--- config.mk ---
export PLATFORM = sky130hd
export DESIGN_NAME = tpsr_top
export DESIGN_NICKNAME = d
export VERILOG_FILES = /design/src/rtl/tpsr_pkg.sv /design/src/rtl/tpsr_strobe_ctrl.sv /design/src/rtl/tpsr_stage.sv /design/src/rtl/tpsr_top.sv
export SDC_FILE = /design/constraint.sdc
export NUM_CORES = 1
export LEC_CHECK = 0
export BUFFER_PORTS_ARGS = -buffer_cell sky130_fd_sc_hd__buf_4
export CORE_MARGIN = 2
export CORE_UTILIZATION = 44
export CTS_CLUSTER_SIZE = 25
export DETAILED_ROUTE_END_ITERATION = 10
export PLACE_DENSITY = 0.71
export SYNTH_ARGS = -nofsm -noshare
export SYNTH_HDL_FRONTEND = slang
export SYNTH_SLANG_ARGS = --single-unit
--- constraint.sdc ---
create_clock -name clk_i -period 1.3 [get_ports clk_i]
set_clock_uncertainty 0.1 [all_clocks]
set_input_delay 0.26 -clock clk_i [delete_from_list [all_inputs] [get_ports clk_i]]
set_output_delay 0.26 -clock clk_i [all_outputs]
set_load 0.02 [all_outputs]
--- src/rtl/tpsr_pkg.sv ---
package tpsr_pkg;
  typedef enum logic [1:0] {
    OP_IDLE  = 2'd0,
    OP_LOAD  = 2'd1,
    OP_XFER  = 2'd2,
    OP_CLASH = 2'd3
  } op_e;

  function automatic op_e decode_op(input logic load, input logic xfer);
    return op_e'({xfer, load});
  endfunction
endpackage

--- src/rtl/tpsr_strobe_ctrl.sv ---
module tpsr_strobe_ctrl
  import tpsr_pkg::*;
(
  input  logic clk_i,
  input  logic rst_ni,
  input  logic load_i,
  input  logic xfer_i,
  output logic write_en_o,
  output logic move_en_o,
  output logic clash_o
);
  op_e op;
  logic clash_q;

  always_comb begin
    op         = decode_op(load_i, xfer_i);
    write_en_o = (op == OP_LOAD);
    move_en_o  = (op == OP_XFER);
  end

  always_ff @(posedge clk_i or negedge rst_ni) begin
    if (!rst_ni) clash_q <= 1'b0;
    else         clash_q <= (op == OP_CLASH);
  end

  assign clash_o = clash_q;

  p_enables_exclusive_r6: assert property (@(posedge clk_i) disable iff (!rst_ni)
    !(write_en_o && move_en_o));
  p_clash_flag_r6: assert property (@(posedge clk_i) disable iff (!rst_ni)
    (load_i && xfer_i) |=> clash_o);
  p_clash_clears_r6: assert property (@(posedge clk_i) disable iff (!rst_ni)
    !(load_i && xfer_i) |=> !clash_o);
endmodule

--- src/rtl/tpsr_stage.sv ---
module tpsr_stage #(
  parameter int WIDTH = 8
) (
  input  logic             clk_i,
  input  logic             rst_ni,
  input  logic             write_en_i,
  input  logic             move_en_i,
  input  logic [WIDTH-1:0] d_i,
  output logic [WIDTH-1:0] second_o
);
  logic [WIDTH-1:0] first_q, second_q;

  always_ff @(posedge clk_i or negedge rst_ni) begin
    if (!rst_ni) begin
      first_q  <= '0;
      second_q <= '0;
    end else begin
      if (write_en_i) first_q  <= d_i;
      if (move_en_i)  second_q <= first_q;
    end
  end

  assign second_o = second_q;

  p_move_copies_r3: assert property (@(posedge clk_i) disable iff (!rst_ni)
    move_en_i |=> (second_o == $past(first_q)));
  p_load_keeps_exit_r2: assert property (@(posedge clk_i) disable iff (!rst_ni)
    write_en_i |=> $stable(second_o));
  p_load_takes_input_r2: assert property (@(posedge clk_i) disable iff (!rst_ni)
    write_en_i |=> (first_q == $past(d_i)));
endmodule

--- src/rtl/tpsr_top.sv ---
module tpsr_top #(
  parameter int STAGES = 4,
  parameter int WIDTH  = 8
) (
  input  logic                    clk_i,
  input  logic                    rst_ni,
  input  logic                    load_i,
  input  logic                    xfer_i,
  input  logic [WIDTH-1:0]        ser_i,
  output logic [WIDTH-1:0]        ser_o,
  output logic [STAGES*WIDTH-1:0] par_o,
  output logic                    clash_o
);
  localparam int LAST = STAGES - 1;

  logic write_en, move_en;
  logic [WIDTH-1:0] exit_w [STAGES];

  tpsr_strobe_ctrl u_ctrl (
    .clk_i      (clk_i),
    .rst_ni     (rst_ni),
    .load_i     (load_i),
    .xfer_i     (xfer_i),
    .write_en_o (write_en),
    .move_en_o  (move_en),
    .clash_o    (clash_o)
  );

  for (genvar k = 0; k < STAGES; k++) begin : g_stage
    logic [WIDTH-1:0] feed;
    if (k == 0) begin : g_head
      assign feed = ser_i;
    end else begin : g_body
      assign feed = exit_w[k-1];
    end

    tpsr_stage #(.WIDTH(WIDTH)) u_stage (
      .clk_i      (clk_i),
      .rst_ni     (rst_ni),
      .write_en_i (write_en),
      .move_en_i  (move_en),
      .d_i        (feed),
      .second_o   (exit_w[k])
    );

    assign par_o[k*WIDTH +: WIDTH] = exit_w[k];
  end

  assign ser_o = exit_w[LAST];

  p_clash_holds_r6: assert property (@(posedge clk_i) disable iff (!rst_ni)
    clash_o |-> (par_o == $past(par_o)));
  p_idle_holds_r7: assert property (@(posedge clk_i) disable iff (!rst_ni)
    (!load_i && !xfer_i) |=> $stable(par_o));
endmodule

==> results of run 1 <==
-- Yosys cell counts (all sizes together) --
library cell   n
and2           1
buf           16
dfrtp         65
mux2          64
nand2b         2
-- metal layers --
| metal | part of all wire, % | vias up | wire [um] |
|---|---|---|---|
| li1 | - | 642 | - |
| met1 | 48 | 682 | 2130 |
| met2 | 45 | 41 | 2000 |
| met3 | 4.8 | 10 | 212 |
| met4 | 2.0 | 0 | 89 |
| met5 | 0 | - | 0 |
-- what timing repair did --
action / in CTS / in global routing
endpoints found under the setup margin: 1 / 16
pin swaps: 0 / 0
setup buffers: 1 / 12
gates resized for setup: 0 / 7
endpoints found under the hold margin: 65 / 0
hold buffers: 1 / 0
-- cell usage in the layout (no fill, tap or decap) --
cell	count
dfrtp_1	65
buf_12	4
buf_6	7
buf_4	61
and2_2	1
clkinv_2	3
dlygate4sd3_1	1
nand2b_2	2
mux2_4	60
mux2_2	4
clkbuf_8	12
-- kinds of logic (layout without fill, tap and decap cells) --
logic type             Yosys count  after routing  share of synthesized area (%)
flip-flops                      65             65                           58.2
multiplexers                    64             64                           33.8
buffers and inverters           16             88                           7.25
AND/OR/NAND/NOR                  3              3                          0.716
-- worst max path at each step --
stage                                endpoint  slack [ns]
5_1_grt                             par_o[10]      -0.003
6_report                             par_o[7]        0.04
2_1_floorplan   g_stage[0].u_stage.first_q[0]        0.12
3_5_place_dp   g_stage[0].u_stage.second_o[7]       -0.03
3_3_place_gp   g_stage[3].u_stage.second_o[2]       -0.01
4_1_cts                             par_o[10]       0.001
-- registers in the layout, summed over array words and instances, names as in the netlist --
name and count:
g_stage.u_stage.first_q 32, g_stage.u_stage.second_o 32, u_ctrl.clash_o 1
-- through the flow --
stage	total power, W	setup TNS (ns)
floorplan	0.00535	0
global placement	0.00626	-0.181
detailed placement	0.00637	-0.820
CTS	0.00796	0
global route	0.00857	-0.00406
finish	0.00813	0
-- area by class of cell --
| type | count | area, um2 |
|---|---|---|
| fill | 523 | 2740 |
| sequential | 65 | 1630 |
| multi-input combinational | 67 | 971 |
| timing repair buffer | 73 | 627 |
| clock buffer | 12 | 165 |
| tap | 77 | 96.3 |
| clock inverter | 3 | 15.0 |
-- power by group through the flow --
stage	Combinational, W	Sequential [W]	Clock [W]
after floorplan	0.00158	0.00377	0
after global placement	0.00286	0.00341	0
after detailed placement	0.00292	0.00345	0
after CTS	0.00295	0.00341	0.00159
after global routing	0.00337	0.00349	0.00170
final	0.00321	0.00338	0.00154
==> flow_metrics.env, run 1 <==
export IMPL_reg2reg_depth=2
export IMPL_netlist_area_mm2=0.00280
export IMPL_cts_tree="yes"
export IMPL_initial_core_util_pct=44.8
export IMPL_wire_per_inst_um=14.9
export IMPL_use_met3_pct=3.66
export IMPL_drive_gt1_share_pct=70.0
export IMPL_cp_data_required_time_ns=0.94
export IMPL_place_inst=268
export IMPL_cpMaxStageDelayCell="dfrtp_1"
export IMPL_holdCritStartpoint="ser_i[6]"
export IMPL_swShare_pct=31.1
export IMPL_vdd_ir_drop_max_mv=1.12
export IMPL_leakage_nw=1.82
export IMPL_worstSkewPairLatency_ns=0.33
export IMPL_track_usage_pct=13.4
export IMPL_die_y_um=83.7
export IMPL_status="finished clean"
export IMPL_finalNetCount=228
export IMPL_ctsHtreeMaxLevel=3
export IMPL_synth_top_area_share_pct=58.2
export IMPL_tightest_slew_ns=0.247
export IMPL_crit_family="flip-flops"
export IMPL_grt_pass1_vias=1382
export IMPL_use_met2_pct=18.8
export IMPL_combPwrFrac_pct=39.5
export IMPL_vias=1375
export IMPL_setup_violations_final=0
export IMPL_power_density_mw_per_mm2=2320
export IMPL_grt_busiest_layer="met2"
export IMPL_r2r_slack_ns=0.28
export IMPL_reg2reg_to="g_stage[2].u_stage.second_o[4]"
export IMPL_antenna_found_initial=0
export IMPL_die_width_um=83.7
export IMPL_netlist_instances=148
export IMPL_slowest_delay_ns=0.41
export IMPL_final_setup_worst_slack_ns=0.0371
export IMPL_antenna_left=0
export IMPL_core_mm2=0.00624
export IMPL_ys_ff_latch=65
export IMPL_max_freq_mhz=792
export IMPL_cp_end_kind="primary output"
export IMPL_grt_max_degree=26
export IMPL_fin_crit_sh_pct=97.1
export IMPL_min_to="g_stage[0].u_stage.first_q[6]"
export IMPL_yosysSeqAreaShare_pct=58.2
export IMPL_fin_util_pct=56.1
export IMPL_crit_chain="buf_4"
export IMPL_rows=29
export IMPL_cts_sinks=65
export IMPL_rsz0062_at_grt="true"
export IMPL_hold_violations=0
export IMPL_path_depth=1
export IMPL_path_buf_inv=1
export IMPL_cp_max_fo=3
export IMPL_portBuffers=52
export IMPL_crit_arrival_ns=0.90
export IMPL_startpoint_type="flop"
export IMPL_p_int_w=0.00560
export IMPL_cts_made_buffers=9
export IMPL_synth_area_top_cells="dfrtp_1 58%, mux2_4 32%, buf_12 4.3%"
export IMPL_final_cell_area_mm2=0.00350
export IMPL_hold_path_depth=2
export IMPL_p_switching_w=0.00253
export IMPL_crit_start="g_stage[0].u_stage.second_o[7]"
export IMPL_synth_distinct_cells=8
export IMPL_pwr_share_clk_pct=18.9
export IMPL_reg2reg_from="g_stage[2].u_stage.second_o[4]"
export IMPL_viasPerCell=4.63
export IMPL_dpl_hpwl_um=3020
export IMPL_placed_area_mm2=0.00319
export IMPL_syn_avg_cell_area_um2=18.9
export IMPL_clockBufferDepth=2
export IMPL_setup_worst_path_class="reg2out"
export IMPL_synth_warnings=0
export IMPL_grtUsageMet1_pct=18.8
export IMPL_grt_pass1_wl_um=7180
export IMPL_synth_top_area_cell="dfrtp_1"
export IMPL_drtIter0Drc=65
export IMPL_drt_pass1_iterations=2
export IMPL_diodes=0
export IMPL_die_area_mm2=0.00701
export IMPL_finalNonFillerCells=297
export IMPL_hold_ws_ns=0.0551
export IMPL_seqPwrFrac_pct=41.6
export IMPL_io_pin_count=53
export IMPL_maxSlewViolCount=0
export IMPL_wl_um=4430
export IMPL_syn2layout_area_growth_pct=25.2
export IMPL_dp_slack_ns=-0.0312
export IMPL_gr_total_overflow=0
export IMPL_hp_class="in2reg"
export IMPL_drv_cap=0
export IMPL_syn_num_nets=160
export IMPL_gp_congestion=0.638
export IMPL_relSlewSlack_pct=83.5
export IMPL_clk_pin_slew_ns=0.07
export IMPL_drc=0
export IMPL_post_route_min_period_ns=1.26
export IMPL_cts_root_buf="clkbuf_8"
Note: power is estimated with default switching activity, not from simulation.
==> run 2, diff against run 1 <==
--- a/config.mk
+++ b/config.mk
@@ -6,11 +6,14 @@
 export NUM_CORES = 1
 export LEC_CHECK = 0
 export BUFFER_PORTS_ARGS = -buffer_cell sky130_fd_sc_hd__buf_4
+export CELL_PAD_IN_SITES_DETAIL_PLACEMENT = 0
+export CELL_PAD_IN_SITES_GLOBAL_PLACEMENT = 1
+export CORE_ASPECT_RATIO = 0.6
 export CORE_MARGIN = 2
 export CORE_UTILIZATION = 44
 export CTS_CLUSTER_SIZE = 25
 export DETAILED_ROUTE_END_ITERATION = 10
-export PLACE_DENSITY = 0.71
+export PLACE_DENSITY = 0.8
 export SYNTH_ARGS = -nofsm -noshare
 export SYNTH_HDL_FRONTEND = slang
 export SYNTH_SLANG_ARGS = --single-unit
==> flow_metrics.env, run 2 (synthesized netlist as in run 1, its figures left out) <==
export IMPL_gr_total_overflow=0
export IMPL_crit_chain="buf_4"
export IMPL_relSlewSlack_pct=81.5
export IMPL_maxSlewViolCount=0
export IMPL_hold_violations=0
export IMPL_cts_root_buf="clkbuf_8"
export IMPL_cp_data_required_time_ns=0.94
export IMPL_post_route_min_period_ns=1.28
export IMPL_status="finished clean"
export IMPL_drv_cap=0
export IMPL_crit_arrival_ns=0.92
export IMPL_io_pin_count=53
export IMPL_gp_congestion=0.712
export IMPL_portBuffers=52
export IMPL_drive_gt1_share_pct=71.2
export IMPL_path_buf_inv=1
export IMPL_layout_commonest_cell="buf_4"
export IMPL_rows=22
export IMPL_grt_pass1_vias=1420
export IMPL_wl_um=4640
export IMPL_cts_sinks=65
export IMPL_clockBufferDepth=2
export IMPL_cts_made_buffers=9
export IMPL_vdd_ir_drop_max_mv=0.989
export IMPL_grt_max_degree=28
export IMPL_wire_per_inst_um=14.8
export IMPL_die_area_mm2=0.00703
export IMPL_initial_core_util_pct=45.5
export IMPL_crit_family="flip-flops"
export IMPL_finalNonFillerCells=313
export IMPL_slowest_delay_ns=0.41
export IMPL_drc=0
export IMPL_rsz0062_at_grt="true"
export IMPL_cp_end_kind="primary output"
export IMPL_power_density_mw_per_mm2=2330
export IMPL_p_int_w=0.00572
export IMPL_cts_tree="yes"
export IMPL_num_fill_cells=469
export IMPL_pwr_share_clk_pct=17.8
export IMPL_viasPerCell=4.60
export IMPL_max_freq_mhz=782
export IMPL_dp_slack_ns=-0.0285
export IMPL_final_setup_worst_slack_ns=0.0209
export IMPL_ctsHtreeMaxLevel=3
export IMPL_core_mm2=0.00614
export IMPL_worstSkewPairLatency_ns=0.33
export IMPL_place_inst=274
export IMPL_swShare_pct=31.3
export IMPL_seqPwrFrac_pct=40.8
export IMPL_fin_crit_sh_pct=98.4
export IMPL_antenna_found_initial=0
export IMPL_hp_class="in2reg"
export IMPL_diodes=0
export IMPL_layout_common_cells="71 x buf_4, 65 x dfrtp_1, 60 x mux2_4"
export IMPL_clk_pin_slew_ns=0.07
export IMPL_antenna_left=0
export IMPL_placed_area_mm2=0.00319
export IMPL_drtIter0Drc=38
export IMPL_final_cell_area_mm2=0.00357
export IMPL_leakage_nw=1.86
export IMPL_p_switching_w=0.00260
export IMPL_vias=1441
export IMPL_track_usage_pct=14.4
export IMPL_die_width_um=107
export IMPL_combPwrFrac_pct=41.4
export IMPL_tightest_slew_ns=0.277
export IMPL_drt_pass1_iterations=4
export IMPL_fin_total_pwr_w=0.00832
export IMPL_startpoint_type="flop"
export IMPL_cpMaxStageDelayCell="dfrtp_1"
export IMPL_finalNetCount=238
export IMPL_syn2layout_area_growth_pct=27.8
export IMPL_setup_worst_path_class="reg2out"
export IMPL_dpl_hpwl_um=3210
export IMPL_grt_pass1_wl_um=7420
export IMPL_setup_violations_final=0
export IMPL_die_y_um=65.7
export IMPL_cp_max_fo=3
-- run 2: cell types whose count changed in the layout (fill, tap and decap cells not counted), sizes merged --
cell / delta
clkbuf: -1
clkinv: -1
clkinvlp: +1
buf: +10
-- run 2: area by class of cell --
class / count / area (um2) / share of cell area (%)
Clock buffer: 11 / 151 / 4.24
Sequential cell: 65 / 1630 / 45.5
Timing Repair Buffer: 83 / 702 / 19.6
Clock inverter: 3 / 17.5 / 0.490
Tap cell: 84 / 105 / 2.94
Multi-Input combinational cell: 67 / 971 / 27.2
-- run 2: repair_timing --
| action | in CTS | in global routing |
|---|---|---|
| endpoints found under the setup margin | 1 | 28 |
| resized for setup | 0 | 7 |
| endpoints found under the hold margin | 65 | 0 |
| buffers inserted | 1 | 23 |
| hold buffers | 1 | 0 |
-- run 2: per-layer routing --
layer | track usage [%] | routed length, um
met1 | 18.4 | 2170
met5 | 0 | 0
met3 | 6.45 | 275
met2 | 22.4 | 2150
met4 | 4.38 | 55
-- run 2: per-stage QoR --
| step | hold slack (ns) | util, % | setup TNS [ns] |
|---|---|---|---|
| detailed placement | 0.0630 | 51.9 | -0.720 |
| global route | 0.0405 | 58.2 | -0.0643 |
| CTS | 0.0406 | 55.0 | 0 |
| finish | 0.0573 | 58.2 | 0 |
| floorplan | -0.136 | - | 0 |
| global placement | 0.0570 | 51.9 | -0.0514 |
-- run 2: power groups by stage --
stage	registers, W	logic, W	clock network (W)
after detailed placement	0.00348	0.00293	0
after CTS	0.00344	0.00295	0.00153
after floorplan	0.00377	0.00158	0
after global placement	0.00338	0.00288	0
after global routing	0.00349	0.00365	0.00162
final	0.00339	0.00345	0.00148
-- run 2: worst paths after layout --
path,from,end,slack [ns],cells after the start
max,g_stage[3].u_stage.second_o[1],ser_o[1],0.02,1
min in group asynchronous,rst_ni,g_stage[3].u_stage.first_q[7],0.24,2
min,ser_i[5],g_stage[0].u_stage.first_q[5],0.06,2
max in group asynchronous,rst_ni,g_stage[3].u_stage.second_o[6],0.43,3
max reg2reg,g_stage[0].u_stage.second_o[4],g_stage[1].u_stage.first_q[4],0.27,2
min reg2reg,g_stage[2].u_stage.first_q[2],g_stage[2].u_stage.second_o[2],0.41,1
